==> src/rtl/pixel_ckey_gen.sv <==
module pixel_ckey_gen #(
  parameter int BYTE_W = 8,
  parameter int DLY_W  = 3
) (
  input  logic              clk,
  input  logic              rst,
  input  logic [2:0]        key_mode,
  input  logic [BYTE_W-1:0] key_value,
  input  logic              ext_key,
  input  logic              ext_key_inv,
  input  logic [DLY_W-1:0]  sel_delay,
  input  logic [BYTE_W-1:0] pix_b0,
  input  logic [BYTE_W-1:0] pix_b1,
  input  logic [BYTE_W-1:0] pix_b2,
  output logic              mix_sel
);
  localparam int TAPS = 1 << DLY_W;
  localparam logic [2:0] M_ONE   = 3'b100;
  localparam logic [2:0] M_DEDGE = 3'b101;
  localparam logic [2:0] M_PAIR  = 3'b110;
  localparam logic [2:0] M_TRUE  = 3'b111;

  logic [BYTE_W-1:0] fall_q, first_q;
  logic              phase_q, pair_q;
  logic              gfx_match, ext_eff, sel_next;
  logic [TAPS-1:0]   line_q;

  wire b0_hit = (pix_b0 == key_value);
  wire b1_hit = (pix_b1 == key_value);
  wire b2_hit = (pix_b2 == key_value);
  wire pair_hit = (first_q == key_value) && b0_hit;

  always_ff @(negedge clk) begin
    if (rst) fall_q <= '0;
    else     fall_q <= pix_b0;
  end

  always_ff @(posedge clk) begin
    if (rst || key_mode != M_PAIR) begin
      phase_q <= 1'b0;
      pair_q  <= 1'b0;
      if (rst) first_q <= '0;
    end else begin
      phase_q <= ~phase_q;
      if (!phase_q) first_q <= pix_b0;
      else          pair_q  <= pair_hit;
    end
  end

  always_comb begin
    case (key_mode)
      M_ONE:   gfx_match = b0_hit;
      M_DEDGE: gfx_match = (fall_q == key_value) && b0_hit;
      M_PAIR:  gfx_match = phase_q ? pair_hit : pair_q;
      M_TRUE:  gfx_match = b0_hit && b1_hit && b2_hit;
      default: gfx_match = 1'b0;
    endcase
  end

  assign ext_eff  = ext_key ^ ext_key_inv;
  assign sel_next = gfx_match | ext_eff;

  always_ff @(posedge clk) begin
    if (rst) line_q <= '0;
    else     line_q <= {line_q[TAPS-2:0], sel_next};
  end

  assign mix_sel = line_q[sel_delay];

  p_reset_clears_r1: assert property (@(posedge clk) rst |=> !mix_sel);
  p_pair_phase_r4: assert property (@(posedge clk) disable iff (rst)
    (key_mode == M_PAIR && !phase_q) |=> phase_q);
  p_true_colour_r5: assert property (@(posedge clk) disable iff (rst)
    (key_mode == M_TRUE && b0_hit && b1_hit && b2_hit) |=> line_q[0]);
  p_keying_off_r6: assert property (@(posedge clk) disable iff (rst)
    (!key_mode[2] && !(ext_key ^ ext_key_inv)) |=> !line_q[0]);
  p_ext_forces_r7: assert property (@(posedge clk) disable iff (rst)
    (ext_key ^ ext_key_inv) |=> line_q[0]);
  p_tap_one_r9: assert property (@(posedge clk) disable iff (rst)
    (sel_delay == 1) |=> (sel_delay != 1 || mix_sel == $past(line_q[0])));
endmodule

==> config.mk <==
export PLATFORM = sky130hd
export DESIGN_NAME = pixel_ckey_gen
export DESIGN_NICKNAME = d
export VERILOG_FILES = /design/src/rtl/pixel_ckey_gen.sv
export SDC_FILE = /design/constraint.sdc
export NUM_CORES = 1
export LEC_CHECK = 0
export BUFFER_PORTS_ARGS = -buffer_cell sky130_fd_sc_hd__buf_2
export CAP_MARGIN = 20
export CORE_MARGIN = 8
export CORE_UTILIZATION = 49
export DETAILED_ROUTE_END_ITERATION = 6
export MAX_ROUTING_LAYER = met4
export PLACE_DENSITY = 0.78
export SLEW_MARGIN = 10
export SYNTH_ARGS = -nofsm -noshare
export SYNTH_HDL_FRONTEND = slang
export SYNTH_SLANG_ARGS = --single-unit
==> constraint.sdc <==
create_clock -name clk -period 2.27 [get_ports clk]
set_input_delay 0.3405 -clock clk [delete_from_list [all_inputs] [get_ports clk]]
set_output_delay 0.3405 -clock clk [all_outputs]
set_load 0.02 [all_outputs]
# After elaboration in Yosys (flattened, before gate mapping)
# Cells that the tools add are included.
[totals]
ff_bits = 26
[classes]
order_cmp = 1
n_eq_ne = 12
muxes = 7
bitwise_logic = 3
n_reduce_logical = 6
[ops]
columns = ["operator", "n"]
rows = [
  ["equality test 8 bit", 5],
  ["2-to-1 mux 8 bit", 3],
  ["equality test 3 bit (second input constant)", 4],
  ["logical AND 1 bit", 4],
  ["less-than comparator 3 x 4 -> 1 bit (second input constant)", 1],
  ["one-hot mux 1 bit (4 select lines)", 1],
  ["binary-select mux 1 bit (select 3 bit)", 1],
  ["!= test 3 bit (second input constant)", 1],
  ["2-to-1 mux 1 bit", 2],
  ["!= test 2 x 1 -> 1 bit (second input constant)", 1],
  ["!= test 2 bit (second input constant)", 1],
  ["AND reduction 2 bit", 1],
  ["logical OR 1 bit", 1],
  ["inverter 1 bit", 1],
  ["bitwise OR 1 bit", 1],
  ["XOR 1 bit", 1],
]

# Longest topological paths before layout
# Gate-level depths: netlist of the first run.
[logic_depth]
word_depth = 5
depth_mapped = 6

==> metrics.cfg, run 1 <==
[cts]
cts_num_sinks = 26
post_cts_resized = 0
tritoncts = built
cts_setup_buffers = 0
htreeDepth = 1
cts_buffer_depth = 2
cts.hold.buffers_added = 0
clockRootBuffer = clkbuf_4
worstSkewPairLatency_ps = 380
cts_buffers = 3
clk_pin_slew_ps = 130

[placement]
port_buffers = 42
detailed_place_hpwl_mm = 2.539
place_congestion = 0.8491

[global_routing]
grt_pass1_wl_mm = 4.774
grt_max_degree = 20
antenna_found_initial = 0
grtUsageTotal_pct = 14.18
grt-ovfl-total = 0
grt_pass1_vias = 1078

[setup_path]
end_kind = flip-flop
worstSetupStartpoint = fall_q[6]
arrival_ps = 2450
cp_data_required_time_ps = 2520
cp_common_cell = a21oi_1
crit_fanout = 1
cp.depth = 5
critPathKind = reg -> reg
start_kind = flip-flop
cpPeakStageDelay_ps = 300
worstPathCellList = xnor2_1, nand4_1, o21ai_0, a21oi_1, a21oi_1
r2r-end = line_q[0]
critPathTopFamily = compound AO/OA/AOI/OAI gates
critPathBufInv = 0
crit_end = line_q[0]
reg2regPathDepth = 5
regToRegSetupSlack_ps = 70
critPathSlowestCell = dfxtp_1
r2r-start = fall_q[6]

[drt]
m1WireLength_mm = 1.256
avgRoutedWirePerCell_um = 14.49
routed_wl_mm = 3.029
firstDrtPassIters = 5
topRoutingLayerUsed = met4
drt_iter0_drc = 40
wl_met3_um = 272
routed_via_density = 5.278
num_vias = 1103
wl_met2_mm = 1.490
drc = 0
detail-route-antenna-nets = 0

[layout]
drive_above_1_share_pct = 27.37
final_cell_mix = buf_2, xnor2_1, dfxtp_1
synthToLayoutAreaGrowth_pct = 22.85
layout.nets = 222
fillers = 198
antenna_cells = 0
final_common_cell = buf_2

[floorplanning]
io_pins = 43
die_w_um = 67.46
start_util_pct = 51.90
dieHeight_um = 67.46
core-area_um2 = 2500
rows = 18
dieArea_um2 = 4551

[logic_synthesis]
seq_area_frac_synth_pct = 46.29
synth_area_um2 = 1297
ys_ff_latch = 26
synth.distinct_cells = 22
syn_inst = 128
yosysTopAreaCellShare_pct = 27.77
ys_warn_count = 0
yosysTopAreaCell = dfxtp_1
syn_avg_cell_area_um2 = 10.14
synth_area_leaders = dfxtp_1, edfxtp_1, xnor2_1
syn-num-nets = 170

[outcome]
outcome = completed

[min_path]
whs_path_depth = 3
hp-class = in -> reg

[pwr]
peakVddDrop_mv = 0.4357
power_density_nw_per_um2 = 566.4
total_power_mw = 0.9029
p_leak_nw = 0.6951

[flow_run]
cap_violations = 0

[timing]
hold_violations = 0
max_slew.worst_pin.slew_ps = 319.8
max_slew_margin_pct = 78.68
rsz0062_at_grt = false
setup_tns_ps = 0
worst_clock_skew_ps = 71.04
finalSetupViolCount = 0
drv_slew = 0

[power breakdown]
part           total, mW  internal (mW)  switching (mW)
Sequential         0.505          0.497         0.00780
Combinational      0.145         0.0754          0.0699
Clock              0.253         0.0868           0.166
Total              0.903          0.659           0.244
[Yosys cell counts (all sizes together)]
cell     instances
xnor2           25
dfxtp           18
nor2b           15
and3            13
edfxtp           8
nor3             8
nand4            6
a21oi            5
inv              4
or3              4
clkbuf           3
nand2            3
nand3            3
o21ai            3
mux4             2
o22ai            2
a222oi           1
and3b            1
mux2             1
nand3b           1
nor2             1
o2111ai          1
[worst min-delay path: cells and delay by family]
| family | cells | cell delay (ps) |
|---|---|---|
| buf+inv | 1 | 100 |
| simple gates | 2 | 210 |
[per-stage QoR]
step	util, %	setup WS, ps	instance area (um2)	std cells	hold WS [ps]
after floorplan	-	59.57	1297	128	424.3
after global placement	61.66	175.9	1541	198	445.5
after detailed placement	61.66	119.9	1541	198	460.0
after CTS	63.76	61.63	1594	209	359.9
after global routing	63.76	10.09	1594	209	338.6
final	63.76	73.20	1594	209	367.1
[state kept, by name, summed over array words and instances, names as in the netlist]
name / count
fall_q: 8
line_q: 8
phase_q: 1
pair_q: 1
first_q: 8
[worst min-delay path by stage]
stage                endpoint  slack (ps)        start
floorplan             phase_q         420      phase_q
finish                phase_q         370  key_mode[0]
detailed placement  line_q[1]         460    line_q[0]
global route          phase_q         340  key_mode[0]
CTS                   phase_q         360  key_mode[0]
global placement    line_q[7]         450    line_q[6]
[per-layer routing]
metal  GRT usage (%)  vias up
met1           16.10      510
met5               -        -
met3           3.477        2
met4           4.961        0
met2           23.67       32
li1                -      559
[layout make-up]
class                      count  area (um2)  share of cell area, %
sequential                    26       600.6                  37.68
timing repair buffer          43       217.7                  13.66
tap                           30       37.54                  2.355
inverter                       3       11.26                 0.7064
multi-input combinational     95       670.6                  42.07
clock inverter                 8       30.03                  1.884
clock buffer                   4       26.28                  1.648
[logic make-up (layout without fill, tap and decap cells)]
kind of cell	Yosys count	count (layout)	share of synthesized area (%)
mux	3	3	4.339
flops	26	26	46.29
compound gates	12	12	5.496
simple gates	55	55	24.98
xor+xnor	25	25	16.88
buf+inv	7	58	2.025
Note: power is estimated with default switching activity, not from simulation.
==> inputs of run 2 (changes only) <==
--- a/config.mk
+++ b/config.mk
@@ -8,10 +8,11 @@
 export BUFFER_PORTS_ARGS = -buffer_cell sky130_fd_sc_hd__buf_2
 export CAP_MARGIN = 20
 export CORE_MARGIN = 8
-export CORE_UTILIZATION = 49
+export CORE_UTILIZATION = 51
+export CTS_BUF_LIST = sky130_fd_sc_hd__clkbuf_8
 export DETAILED_ROUTE_END_ITERATION = 6
 export MAX_ROUTING_LAYER = met4
-export PLACE_DENSITY = 0.78
+export PLACE_DENSITY = 0.81
 export SLEW_MARGIN = 10
 export SYNTH_ARGS = -nofsm -noshare
 export SYNTH_HDL_FRONTEND = slang
==> run 2 against run 1 <==
Worst hold slack improved by 43 ps. First-iteration DRC count fell by 40%. Clock power increased by 28%. Combinational power about the same. Critical path depth did not move. Non-clock buffer count stayed put. Via count is 1.4% higher. Sequential power barely moved. Die area down 3.0%. Power grew 8.3%. Setup slack better by 52 ps.
==> metrics.cfg, run 2 (synthesized netlist as in run 1, its figures left out) <==
[drt]
routed_via_density = 5.349  ; +1.4%
drt_iter0_drc = 24  ; -40%
routed_wl_mm = 3.130  ; +3.3%
drc = 0  ; unchanged
num_vias = 1118  ; +1.4%
firstDrtPassIters = 4  ; -1
avgRoutedWirePerCell_um = 14.98  ; +3.3%
detail-route-antenna-nets = 0  ; unchanged

[global_routing]
grt_pass1_vias = 1223  ; +13%
grt_max_degree = 20  ; unchanged
grt_pass1_wl_mm = 5.085  ; +6.5%
grt-ovfl-total = 0  ; unchanged
grtUsageTotal_pct = 14.98  ; +0.80 points
antenna_found_initial = 0  ; unchanged

[outcome]
outcome = completed

[floorplanning]
core-area_um2 = 2455  ; -1.8%
start_util_pct = 52.85  ; +0.95 points
dieArea_um2 = 4414  ; -3.0%
io_pins = 43  ; unchanged
dieHeight_um = 66.44  ; -1.5%
die_w_um = 66.44  ; -1.5%
rows = 18  ; unchanged

[flow_run]
cap_violations = 0  ; unchanged

[timing]
rsz0062_at_grt = false
drv_slew = 0  ; unchanged
max_slew_margin_pct = 77.21  ; -1.5 points
hold_violations = 0  ; unchanged
worst_slack_ps = 124.8  ; +51.58 ps
max_slew.worst_pin.slew_ps = 341.8  ; +22.06 ps
finalSetupViolCount = 0  ; unchanged
whs_ps = 410.2  ; +43.18 ps
worst_clock_skew_ps = 77.54  ; +6.507 ps
setup_tns_ps = 0  ; unchanged

[setup_path]
crit_fanout = 1  ; unchanged
cpPeakStageDelay_ps = 300  ; about the same
cp_common_cell = a21oi_1
arrival_ps = 2350  ; -100 ps
start_kind = flip-flop
end_kind = flip-flop
cp_data_required_time_ps = 2470  ; -50 ps
critPathKind = reg -> reg
worstPathCellList = xnor2_1, nand4_1, o21ai_1, a21oi_1, a21oi_1
reg2regPathDepth = 5  ; unchanged
critPathSlowestCell = dfxtp_1

[cts]
cts_num_sinks = 26  ; unchanged
cts_buffers = 3  ; unchanged
tritoncts = built
cts.hold.buffers_added = 0  ; unchanged
cts_setup_buffers = 0  ; unchanged
htreeDepth = 1  ; unchanged
clockRootBuffer = clkbuf_8
cts_buffer_depth = 2  ; unchanged
clk_pin_slew_ps = 90  ; -40 ps
post_cts_resized = 0  ; unchanged
worstSkewPairLatency_ps = 340  ; -40 ps

[layout]
antenna_cells = 0  ; unchanged
drive_above_1_share_pct = 27.93  ; +0.56 points
final_common_cell = buf_2
post-route-util_pct = 65.70  ; +1.9 points
synthToLayoutAreaGrowth_pct = 24.30
reg_top3 = fall_q (8), first_q (8), line_q (8)
layout.nets = 222  ; unchanged
fillers = 218  ; +10%
final_cell_mix = buf_2, xnor2_1, dfxtp_1

[placement]
detailed_place_hpwl_mm = 2.543  ; +0.17%
place_congestion = 0.9393  ; +11%
place_ws_ps = 156.6  ; +36.69 ps
port_buffers = 42  ; unchanged

[pwr]
total_power_mw = 0.9782  ; +8.3%
p_leak_nw = 0.7057  ; +1.5%
power_density_nw_per_um2 = 606.5  ; +7.1%
peakVddDrop_mv = 0.5320  ; +22%

[min_path]
hp-class = in -> reg
whs_path_depth = 3  ; unchanged

[run 2: path summary, 6_finish.rpt]
kind                     from        end  slack (ps)
setup / recovery    fall_q[7]  line_q[0]         120
hold / removal    key_mode[0]    phase_q         410
setup reg to reg    fall_q[7]  line_q[0]         120
hold reg to reg     line_q[2]  line_q[3]         470
[run 2: worst max-delay path, delay by kind of cell, from the launching register on]
kind                      cells  cell delay (ps)
xor gates and xnor gates      1              130
and+or+nand+nor               1              110
AOI/OAI and AO/OA             3              340
DFF                           1              300
[run 2: layer usage]
metal | track usage [%] | up-vias | part of all wire (%)
li1 | - | 560 | -
met1 | 15.95 | 526 | 41
met2 | 27.26 | 30 | 51
met3 | 3.559 | 2 | 7.5
met4 | 3.200 | 0 | 0.51
met5 | - | - | 0
[run 2: cell type report]
type	count	area [um2]	share of cell area (%)
clock inverter	9	33.78	2.095
sequential	26	600.6	37.24
multi-input combinational	95	670.6	41.58
tap	30	37.54	2.327
clock buffer	3	41.29	2.560
inverter	3	11.26	0.6982
timing repair buffer	43	217.7	13.50
[run 2: metrics by stage]
stage | cell area (um2) | std cells
after floorplan | 1297 | 128
after global placement | 1541 | 198
after detailed placement | 1541 | 198
after CTS | 1613 | 209
after global routing | 1613 | 209
final | 1613 | 209
[run 2: power by group]
group          switching, mW  internal (mW)  total [mW]
Sequential           0.00867          0.497       0.506
Combinational         0.0718         0.0755       0.147
Clock                  0.185          0.141       0.325
==> inputs of run 3 (changes only) <==
--- a/config.mk
+++ b/config.mk
@@ -5,14 +5,14 @@
 export SDC_FILE = /design/constraint.sdc
 export NUM_CORES = 1
 export LEC_CHECK = 0
-export BUFFER_PORTS_ARGS = -buffer_cell sky130_fd_sc_hd__buf_2
-export CAP_MARGIN = 20
+export CORE_ASPECT_RATIO = 0.8
 export CORE_MARGIN = 8
 export CORE_UTILIZATION = 51
 export CTS_BUF_LIST = sky130_fd_sc_hd__clkbuf_8
 export DETAILED_ROUTE_END_ITERATION = 6
+export DONT_BUFFER_PORTS = 1
 export MAX_ROUTING_LAYER = met4
-export PLACE_DENSITY = 0.81
+export PLACE_DENSITY = 0.66
 export SLEW_MARGIN = 10
 export SYNTH_ARGS = -nofsm -noshare
 export SYNTH_HDL_FRONTEND = slang
==> run 3 against run 2 <==
Critical path depth unchanged. Worst hold slack worse by 290 ps. Utilization fell by 6.5 points. Final area down 11%. Critical path type unchanged. Non-clock buffer count decreased by 42. Sequential share of layout area up 4.8 points. Power down 6.7%. Die area grew 0.22%. Sequential cell count stayed put.
==> metrics.cfg, run 3 (synthesized netlist as in run 1, its figures left out) <==
[outcome]
outcome = completed

[drt]
num_vias = 948  ; -15%
detail-route-antenna-nets = 0  ; unchanged
drt_iter0_drc = 32  ; +33%
routed_wl_mm = 3.077  ; -1.7%
firstDrtPassIters = 4  ; unchanged
drc = 0  ; unchanged
routed_via_density = 5.480  ; +2.4%
avgRoutedWirePerCell_um = 17.79  ; +19%

[timing]
whs_ps = 123.5  ; -286.7 ps
max_slew_margin_pct = 74.04  ; -3.2 points
drv_slew = 0  ; unchanged
finalSetupViolCount = 0  ; unchanged
worst_clock_skew_ps = 70.72  ; -6.826 ps
max_slew.worst_pin.slew_ps = 386.5  ; +44.67 ps
worst_slack_ps = 35.19  ; -89.60 ps
hold_violations = 0  ; unchanged
rsz0062_at_grt = true
setup_tns_ps = 0  ; unchanged

[cts]
cts_buffer_depth = 2  ; unchanged
post_cts_resized = 0  ; unchanged
worstSkewPairLatency_ps = 340  ; about the same
clk_pin_slew_ps = 90  ; about the same
htreeDepth = 1  ; unchanged
cts_num_sinks = 26  ; unchanged
cts.hold.buffers_added = 0  ; unchanged
tritoncts = built
clockRootBuffer = clkbuf_8
cts_setup_buffers = 0  ; unchanged
cts_buffers = 3  ; unchanged

[setup_path]
critPathKind = reg -> reg
worstPathCellList = xnor2_2, nand4_1, o21ai_1, a21oi_2, a21oi_2
critPathSlowestCell = dfxtp_2
cp_data_required_time_ps = 2490  ; +20 ps
crit_fanout = 1  ; unchanged
cp_common_cell = a21oi_2
arrival_ps = 2450  ; +100 ps
critPathTopFamily = compound AO/OA/AOI/OAI gates
end_kind = flip-flop
start_kind = flip-flop
critPathBufInv = 0  ; unchanged
cpPeakStageDelay_ps = 320  ; +20 ps

[floorplanning]
dieHeight_um = 61.12  ; -8.0%
core-area_um2 = 2422  ; -1.3%
start_util_pct = 53.56  ; +0.71 points
dieArea_um2 = 4424  ; +0.22%
rows = 16  ; -2
die_w_um = 72.39  ; +9.0%
io_pins = 43  ; unchanged

[placement]
detailed_place_hpwl_mm = 2.457  ; -3.4%
port_buffers = 0  ; -100%
place_area_um2 = 1339  ; -13%
place_ws_ps = 118.8  ; -37.78 ps
place_congestion = 0.7976  ; -15%

[layout]
final_cell_mix = xnor2_1, dfxtp_1, nor2b_1
layout.nets = 180  ; -19%
drive_above_1_share_pct = 9.489  ; -18 points
antenna_cells = 0  ; unchanged
final_common_cell = xnor2_1
multi_input_area_um2 = 693.2  ; +3.4%
fillers = 213  ; -2.3%
ff_latch_area_um2 = 603.1  ; +0.42%
synthToLayoutAreaGrowth_pct = 10.61
reg_top3 = fall_q (8), first_q (8), line_q (8)
design_area_um2 = 1435  ; -11%

[pwr]
total_power_mw = 0.9125  ; -6.7%
p_leak_nw = 0.5517  ; -22%
p_int_mw = 0.6926  ; -2.9%
power_density_nw_per_um2 = 635.8  ; +4.8%
swShare_pct = 24.09  ; -3.0 points
seqPwrFrac_pct = 55.6  ; +3.9 points
clkPwrFrac_pct = 34.5  ; +1.3 points
comb_power_share_pct = 9.9  ; -5.2 points
power_switching_mw = 0.2199  ; -17%
peakVddDrop_mv = 0.2793  ; -47%

[global_routing]
grt-ovfl-total = 0  ; unchanged
grt_pass1_vias = 953  ; -22%
antenna_found_initial = 0  ; unchanged
grt_max_degree = 20  ; unchanged
grt_pass1_wl_mm = 4.795  ; -5.7%
grtUsageTotal_pct = 14.89  ; -0.086 points

[min_path]
hp-class = in -> reg

[flow_run]
cap_violations = 0  ; unchanged

## run 3: final timing paths
check | end | slack, ps | from | cells past startpoint
hold / removal | line_q[1] | 120 | rst | 1
setup reg to reg | line_q[0] | 40 | fall_q[1] | 5
setup / recovery | line_q[0] | 40 | fall_q[1] | 5
hold reg to reg | line_q[7] | 470 | line_q[6] | 1
## run 3: layer usage
metal	vias up	part of all wire, %	global-route usage, %
met5	-	0	-
met4	0	2.0	7.670
li1	475	-	-
met2	45	39	21.31
met1	421	46	17.96
met3	7	12	5.691
## run 3: area by class of cell
| cell class | count | area share [%] |
|---|---|---|
| well taps | 36 | 3.139 |
| inverters | 3 | 0.7847 |
| repair buffers | 1 | 0.5231 |
| flip-flops and latches | 26 | 42.02 |
| multi-input cells | 95 | 48.30 |
| clock buffers | 3 | 2.877 |
| clock inverters | 9 | 2.354 |
## run 3: power by group through the flow
stage	clock [mW]	sequential, mW	combinational (mW)
4_1_cts	0.321	0.506	0.0865
3_5_place_dp	0.0245	0.515	0.0860
3_3_place_gp	0.0245	0.515	0.0822
5_1_grt	0.354	0.508	0.100
2_1_floorplan	0.0245	0.513	0.0767
6_report	0.315	0.507	0.0905
## run 3: metrics by stage
step / util, % / std cells
2_1_floorplan: - / 128
3_3_place_gp: 55.27 / 162
3_5_place_dp: 55.27 / 162
4_1_cts: 58.21 / 173
5_1_grt: 59.25 / 173
6_report: 59.25 / 173
